## config.mk

```make
export PLATFORM = sky130hd
export DESIGN_NAME = fctl_status_reg
export DESIGN_NICKNAME = d
export VERILOG_FILES = /design/src/rtl/fsr_pkg.sv /design/src/rtl/fsr_sticky_flag.sv /design/src/rtl/fsr_ecc_bank.sv /design/src/rtl/fsr_read_mux.sv /design/src/rtl/fctl_status_reg.sv
export SDC_FILE = /design/constraint.sdc
export NUM_CORES = 1
export LEC_CHECK = 0
export BUFFER_PORTS_ARGS = -buffer_cell sky130_fd_sc_hd__buf_2
export CAP_MARGIN = 40
export CORE_UTILIZATION = 39
export CTS_BUF_LIST = sky130_fd_sc_hd__clkbuf_16
export CTS_CLUSTER_SIZE = 8
export DETAILED_ROUTE_END_ITERATION = 16
export PLACE_DENSITY = 0.85
export SETUP_SLACK_MARGIN = 0.1
export SLEW_MARGIN = 20
export SYNTH_ARGS = -nofsm -noshare
export SYNTH_HDL_FRONTEND = slang
export SYNTH_HIERARCHICAL = 1
export SYNTH_SLANG_ARGS = --single-unit
```

## constraint.sdc

```tcl
create_clock -name clk -period 3.6 [get_ports clk]
set_clock_uncertainty 0.1 [all_clocks]
set_input_delay 0.72 -clock clk [delete_from_list [all_inputs] [get_ports clk]]
set_output_delay 0.72 -clock clk [all_outputs]
set_load 0.02 [all_outputs]
```

## src/rtl/fsr_pkg.sv

```systemverilog
// Package: bit positions and flag bundle shared by the status register blocks.
// Assumes a 32-bit status word with two ECC halves.
package fsr_pkg;
    localparam int DATA_W       = 32;
    localparam int N_HALVES     = 2;
    localparam int BIT_READY    = 0;
    localparam int BIT_CMD_ERR  = 1;
    localparam int BIT_LOCK_ERR = 2;
    localparam int BIT_FL_ERR   = 3;
    localparam int BIT_ECC_BASE = 16;   // per half h: single at base+2h, multi at base+2h+1

    typedef struct packed {
        logic                cmd_err;
        logic                lock_err;
        logic                flash_err;
        logic [N_HALVES-1:0] ecc_single;
        logic [N_HALVES-1:0] ecc_multi;
    } fsr_flags_t;
endpackage

```

## src/rtl/fsr_sticky_flag.sv

```systemverilog
// Module: one sticky status bit. Set has priority over clear, so an event in
// the same cycle as a clear is never lost. Assumes set/clr are single-cycle
// qualified strobes from the same clock domain.
module fsr_sticky_flag (
    input  logic clk,
    input  logic rst_n,
    input  logic set,
    input  logic clr,
    output logic q
);
    // Flag state: set wins, else clear, else hold.
    always_ff @(posedge clk) begin
        if (!rst_n)   q <= 1'b0;
        else if (set) q <= 1'b1;
        else if (clr) q <= 1'b0;
    end

    AST_SET_WINS: assert property (@(posedge clk) disable iff (!rst_n)
        set |=> q);
    AST_CLR_TAKES: assert property (@(posedge clk) disable iff (!rst_n)
        (clr && !set) |=> !q);
    AST_IDLE_HOLDS: assert property (@(posedge clk) disable iff (!rst_n)
        (!clr && !set) |=> (q == $past(q)));
endmodule

```

## src/rtl/fsr_ecc_bank.sv

```systemverilog
// Module: sticky single/multiple ECC flags for each half of the flash data bus.
// Assumes every flag in the bank shares one clear source (status read).
module fsr_ecc_bank #(
    parameter int HALVES = 2
) (
    input  logic              clk,
    input  logic              rst_n,
    input  logic [HALVES-1:0] single_evt,
    input  logic [HALVES-1:0] multi_evt,
    input  logic              rd_clr,
    output logic [HALVES-1:0] single_q,
    output logic [HALVES-1:0] multi_q
);
    for (genvar h = 0; h < HALVES; h++) begin : g_half
        fsr_sticky_flag u_single (
            .clk (clk), .rst_n (rst_n),
            .set (single_evt[h]), .clr (rd_clr), .q (single_q[h])
        );
        fsr_sticky_flag u_multi (
            .clk (clk), .rst_n (rst_n),
            .set (multi_evt[h]), .clr (rd_clr), .q (multi_q[h])
        );
    end
endmodule

```

## src/rtl/fsr_read_mux.sv

```systemverilog
// Module: address decode and word assembly for the status read port.
// Assumes the read is combinational in the strobe cycle; unused bits are zero.
module fsr_read_mux
    import fsr_pkg::*;
#(
    parameter int              ADDR_W     = 8,
    parameter logic [ADDR_W-1:0] REG_OFFSET = 8'h08
) (
    input  logic              rd_en,
    input  logic [ADDR_W-1:0] rd_addr,
    input  logic              ready,
    input  fsr_flags_t        flags,
    output logic              rd_hit,
    output logic [DATA_W-1:0] rd_data
);
    // Decode: the strobe only counts at this register's offset.
    always_comb rd_hit = rd_en && (rd_addr == REG_OFFSET);

    // Assemble the status word; unused bits stay 0.
    always_comb begin
        rd_data = '0;
        if (rd_hit) begin
            rd_data[BIT_READY]    = ready;
            rd_data[BIT_CMD_ERR]  = flags.cmd_err;
            rd_data[BIT_LOCK_ERR] = flags.lock_err;
            rd_data[BIT_FL_ERR]   = flags.flash_err;
            for (int h = 0; h < N_HALVES; h++) begin
                rd_data[BIT_ECC_BASE + 2*h]     = flags.ecc_single[h];
                rd_data[BIT_ECC_BASE + 2*h + 1] = flags.ecc_multi[h];
            end
        end
    end
endmodule

```

## src/rtl/fctl_status_reg.sv

```systemverilog
// Module: flash controller status register top. Gathers event pulses into
// sticky flags with per-flag clear rules, shows the live ready level, and
// drives a registered ready interrupt. Assumes all inputs are synchronous to clk.
module fctl_status_reg
    import fsr_pkg::*;
#(
    parameter int                ADDR_W     = 8,
    parameter logic [ADDR_W-1:0] REG_OFFSET = 8'h08
) (
    input  logic                clk,
    input  logic                rst_n,
    input  logic                busy,
    input  logic                irq_en,
    input  logic                evt_cmd_err,
    input  logic                evt_lock_err,
    input  logic                evt_verify_fail,
    input  logic                prog_start,
    input  logic                cmd_wr,
    input  logic [N_HALVES-1:0] evt_ecc_single,
    input  logic [N_HALVES-1:0] evt_ecc_multi,
    input  logic                rd_en,
    input  logic [ADDR_W-1:0]   rd_addr,
    output logic [DATA_W-1:0]   rd_data,
    output logic                irq_ready
);
    fsr_flags_t flags;
    logic       rd_hit;
    logic       ready;
    logic       clr_rd_or_cmd;

    // Live ready level and the shared clear source for bits 1 and 2.
    always_comb begin
        ready         = !busy;
        clr_rd_or_cmd = rd_hit || cmd_wr;
    end

    fsr_sticky_flag u_cmd_err (
        .clk (clk), .rst_n (rst_n),
        .set (evt_cmd_err), .clr (clr_rd_or_cmd), .q (flags.cmd_err)
    );
    fsr_sticky_flag u_lock_err (
        .clk (clk), .rst_n (rst_n),
        .set (evt_lock_err), .clr (clr_rd_or_cmd), .q (flags.lock_err)
    );
    fsr_sticky_flag u_flash_err (
        .clk (clk), .rst_n (rst_n),
        .set (evt_verify_fail), .clr (prog_start), .q (flags.flash_err)
    );

    fsr_ecc_bank #(.HALVES(N_HALVES)) u_ecc (
        .clk        (clk),
        .rst_n      (rst_n),
        .single_evt (evt_ecc_single),
        .multi_evt  (evt_ecc_multi),
        .rd_clr     (rd_hit),
        .single_q   (flags.ecc_single),
        .multi_q    (flags.ecc_multi)
    );

    fsr_read_mux #(.ADDR_W(ADDR_W), .REG_OFFSET(REG_OFFSET)) u_rd (
        .rd_en   (rd_en),
        .rd_addr (rd_addr),
        .ready   (ready),
        .flags   (flags),
        .rd_hit  (rd_hit),
        .rd_data (rd_data)
    );

    // Ready interrupt: registered AND of ready level and mode enable.
    always_ff @(posedge clk) begin
        if (!rst_n) irq_ready <= 1'b0;
        else        irq_ready <= ready && irq_en;
    end

    AST_IRQ_FOLLOWS: assert property (@(posedge clk) disable iff (!rst_n)
        1'b1 |=> (irq_ready == $past(!busy && irq_en)));
    AST_CMD_CLEARED: assert property (@(posedge clk) disable iff (!rst_n)
        ((rd_en && rd_addr == REG_OFFSET || cmd_wr) && !evt_cmd_err)
            |=> !flags.cmd_err);
    AST_LOCK_CLEARED: assert property (@(posedge clk) disable iff (!rst_n)
        ((rd_en && rd_addr == REG_OFFSET || cmd_wr) && !evt_lock_err)
            |=> !flags.lock_err);
    AST_FLERR_KEPT: assert property (@(posedge clk) disable iff (!rst_n)
        (flags.flash_err && !prog_start) |=> flags.flash_err);
    AST_MISS_CLEARS_NOTHING: assert property (@(posedge clk) disable iff (!rst_n)
        (!(rd_en && rd_addr == REG_OFFSET) && !cmd_wr && flags.cmd_err)
            |=> flags.cmd_err);
    AST_READY_LIVE: assert property (@(posedge clk) disable iff (!rst_n)
        (rd_en && rd_addr == REG_OFFSET) |-> (rd_data[BIT_READY] == !busy));
endmodule

```

Word level (Yosys, flattened, before mapping)
Index checks and enable logic that the tools add are counted.
- add/subtract/negate cells: 0
- $mul: 0
- div/mod/pow operators: 0
- $lt $le $gt $ge: 0
- equal/unequal tests: 1
- shift operators: 0
- muxes and demuxes: 12
- bitwise gates (word level): 0
- reductions and logical operators: 11
- operators with widths (operator ; number):
    $reduce_bool A2 Y1 ; 7
    $mux W1 ; 10
    $eq A8 B4 Y1 const B ; 1
    $mux W4 ; 2
    $logic_and A1 B1 Y1 ; 2
    $logic_not A1 Y1 ; 1
    $logic_or A1 B1 Y1 ; 1
- register bits: 8
- bits in latches: 0
- memory bits (writable): 0
- ROM bits: 0
- input port bits: 22
- output and inout port bits: 33
- logic and storage cells: 32
- memories: 0

Longest topological paths before layout
- word-level depth: 5
- depth in mapped cells: 6
- gate-level depth less buffers: 5

Hierarchy
The synthesis kept the hierarchy.
- modules (own cells, without submodules) (module ; times used ; cells each ; area an instance (µm²) ; sequential area each (µm²)):
    fsr_read_mux ; 1 ; 48 ; 391.6 ; 0.0
    fsr_sticky_flag ; 7 ; 3 ; 41.3 ; 20.0
    fctl_status_reg ; 1 ; 4 ; 38.8 ; 20.0

Least setup slack after synthesis
OpenSTA, ideal clock, no wires.
- kind: input to register
- from: input rd_addr[4]
- to: register u_cmd_err.q
- library setup time: 0.115 ns
- arrival time: 2.632 ns
- required time: 3.385 ns
- setup slack: 0.754 ns
- stages on the path: 6
- buffers on the path: 1
- cells stage by stage: or4b_4 -> buf_6 -> nor4_2 -> or2_1 -> nor2b_4 -> o21a_1
- longest elaborated chain between the ends: 4
- RTL lines (item ; RTL line ; source):
    from (decl) ; fctl_status_reg.sv:22 ; input logic [ADDR_W-1:0] rd_addr,
    $eq A8 B4 Y1 ; fsr_read_mux.sv:17 ; always_comb rd_hit = rd_en && (rd_addr == REG_OFFSET);
    $logic_and A1 B1 Y1 ; fsr_read_mux.sv:17 ;
    via rd_hit ; fctl_status_reg.sv:27 ; logic rd_hit;
    $logic_or A1 B1 Y1 ; fctl_status_reg.sv:34 ; clr_rd_or_cmd = rd_hit || cmd_wr;
    via clr_rd_or_cmd ; fctl_status_reg.sv:29 ; logic clr_rd_or_cmd;
    $reduce_bool A2 Y1 (no line) ; - ;
    to (signal assigned) ; fsr_sticky_flag.sv:13 ; if (!rst_n) q <= 1'b0;
    to (signal assigned) ; fsr_sticky_flag.sv:14 ; else if (set) q <= 1'b1;
    to (signal assigned) ; fsr_sticky_flag.sv:15 ; else if (clr) q <= 1'b0;
    to (decl) ; fsr_sticky_flag.sv:9 ; output logic q
The timed path passes the listed nets, and every way through them passes these cells.
A chain may end at the register's enable or synchronous reset.

Worst setup path after layout
- from: input rd_addr[4]
- to: output rd_data[19]
- longest elaborated chain between the ends: 3
- RTL lines (item ; RTL line ; source):
    $eq A8 B4 Y1 ; fsr_read_mux.sv:17 ;
    $logic_and A1 B1 Y1 ; fsr_read_mux.sv:17 ;
    $mux W4 ; fsr_read_mux.sv:22 ; if (rd_hit) begin
    to (decl) ; fctl_status_reg.sv:23 ; output logic [DATA_W-1:0] rd_data,
No other way between the ends.

==> summary.md <==
| Metric | Value |
|---|---|
| DR vias/cell | 4.13 |
| DR vias | 529 |
| Dpl cells | 125 |
| Dominant cell type by area after synthesis | buf_4 |
| Largest net degree at the start of global routing | 10 |
| IO Pins | 55 |
| HP Class | reg -> reg |
| CTS buffer count | 3 |
| RSZ-0062 raised after global routing | false |
| Die area | 2020 µm² |
| CP Capture Type | primary output |
| Remaining global-route overflow | 0 |
| Worst Path Class, Setup | in -> out |
| Max-cap viol count | 0 |
| Worst-path clk slew | 0.03 ns |
| NumNets Final | 127 |
| Final ANT Viol Nets | 0 |
| Commonest cells after routing, fill and taps aside | 30 x buf_2, 24 x conb_1, 9 x nand2b_1, 9 x nor4_2, 8 x dfxtp_1 |
| Final Hold Fails | 0 |
| Fmax | 363 MHz |
| Diode count | 0 |
| P per Cell Area | 396 nW/µm² |
| CP Data Arrival Time | 1.94 ns |
| Worst VDD drop | 0.000321 V |
| Starting density of the core | 0.417 |
| Worst-Margin Slew | 0.510 ns |
| DRT iter0 DRCs | 5 |
| Required time of the critical path | 2.78 ns |
| Sequential share of the synthesized area | 0.223 |
| Status | finished clean |
| CTS H-Tree Depth | 1 |
| CTS sink cnt | 8 |
| Area of the multi-input gates | 443 µm² |
| Area delta synth->final | 21.0% |
| Finished Layout Cells | 128 |
| Post-Synthesis Cell Area | 719 µm² |
| Storage cell area | 160 µm² |
| Gr usage total | 0.121 |
| Final setup TNS | 0 ns |
| Pins Over Slew Limit | 0 |
| Leading cell type in the layout, fill and taps excluded | buf_2 |
| Average size of a mapped cell | 9.86 µm² |
| Layout cells sized above 1 | 0.505 |
| Leak Pwr | 0.419 nW |
| Netlist cell types | 14 |
| Gate Count Post-Synth | 73 |
| Clock buffer depth | 2 |
| Die width | 45.0 µm |
| Gp weighted congestion | 0.678 |
| Routed len/inst | 9.71 µm |
| Floorplan core area | 1730 µm² |
| Resized cells post-CTS | 0 |
| Hold WS | 0.482 ns |
| Min Tclk post-route | 2.76 ns |
| Setup violators final | 0 |
| CTS tree | built |
| First-pass GRT wire length | 1.79 mm |
| Postcts setup bufs | 0 |
| Row cnt | 15 |
| DPL Wire Length | 952 µm |
| Wirelength, routed | 1.24 mm |
| Final period util | 0.766 |
| Number of hold buffers added after CTS | 0 |
| Initial antenna violation count | 0 |
| Drt pass-1 iters | 3 |
| Post-route DRC | 0 |
| Root Driver | clkbuf_16 |
| Syn. warnings | 6 |
| Die Span Y | 45.0 µm |
| Later-pin clock latency in the skew report | 0.23 ns |
| Relative slew slack | 0.660 |
| # port buffers | 30 |
| CP startpoint kind | primary input |
| Number of global-route vias before repair | 445 |
| Layout fillers | 156 |
| Worst Path Max Fanout | 9 |
| Top-area cell type share of the netlist area | 0.250 |
| Top cells by area, synth | buf_4 25%, dfxtp_1 22%, nor4_2 16%, nor2b_4 13%, nand2b_1 7.8% |
| Synth Register Bits | 8 |
-- routing by layer --
layer / routed length (µm) / track usage
met2: 663 / 0.229
met3: 80 / 0.00400
met5: 0 / 0
met4: 40 / 0.0909
met1: 459 / 0.125
-- through the flow --
stage / power, mW / cell area (µm²) / util / worst slack [ns]
4_1_cts: 0.348 / 871 / 0.504 / 0.834
3_5_place_dp: 0.161 / 796 / 0.461 / 0.835
3_3_place_gp: 0.160 / 796 / 0.461 / 0.845
2_1_floorplan: 0.166 / 806 / - / 0.754
6_report: 0.345 / 871 / 0.504 / 0.842
5_1_grt: 0.358 / 871 / 0.504 / 0.783
-- cells by family after synthesis --
| kind of cell | count (synthesis) | share of synthesized area |
|---|---|---|
| AND/OR/NAND/NOR | 29 | 0.417 |
| buffers and inverters | 28 | 0.282 |
| flip-flops | 8 | 0.223 |
| AO/OA/AOI/OAI | 7 | 0.0730 |
| other | 1 | 0.00521 |
-- cells in the mapped netlist (all sizes together) --
cell type / n
buf: 25
nand2b: 9
nor4: 9
dfxtp: 8
nor2b: 7
o21a: 7
clkbuf: 2
or2: 2
and3b: 1
conb: 1
inv: 1
or4b: 1
-- registers in the layout (all words and copies together) (netlist names) --
signal	count
u_cmd_err/q	1
u_ecc/g_half.u_multi/q	2
u_lock_err/q	1
u_flash_err/q	1
u_ecc/g_half.u_single/q	2
irq_ready	1
-- final timing paths --
path | startpoint | end | slack (ns) | cells after the start
max | rd_addr[4] | rd_data[19] | 0.84 | 4
min | u_ecc/g_half[1].u_single/q | u_ecc/g_half[1].u_single/q | 0.48 | 2
max reg2reg | u_cmd_err/q | u_cmd_err/q | 2.79 | 2
min reg2reg | u_ecc/g_half[1].u_single/q | u_ecc/g_half[1].u_single/q | 0.48 | 2
-- power by group --
| group | switching (mW) | total [mW] | internal [mW] |
|---|---|---|---|
| Sequential | 0.00299 | 0.0981 | 0.0951 |
| Combinational | 0.0398 | 0.0627 | 0.0230 |
| Clock | 0.0413 | 0.184 | 0.143 |
-- layout make-up --
| cell class | instances | area share |
|---|---|---|
| well taps | 25 | 0.0359 |
| multi-input cells | 60 | 0.509 |
| repair buffers | 31 | 0.181 |
| inverters | 1 | 0.00431 |
| clock buffers | 3 | 0.0862 |
| flip-flops and latches | 8 | 0.184 |
-- critical path, stage by stage --
cell and delay, ns:
buf_2 0.09, or4b_4 0.62, nor4_2 0.29, buf_2 0.21
No activity file was read; power rests on OpenSTA's default activity.
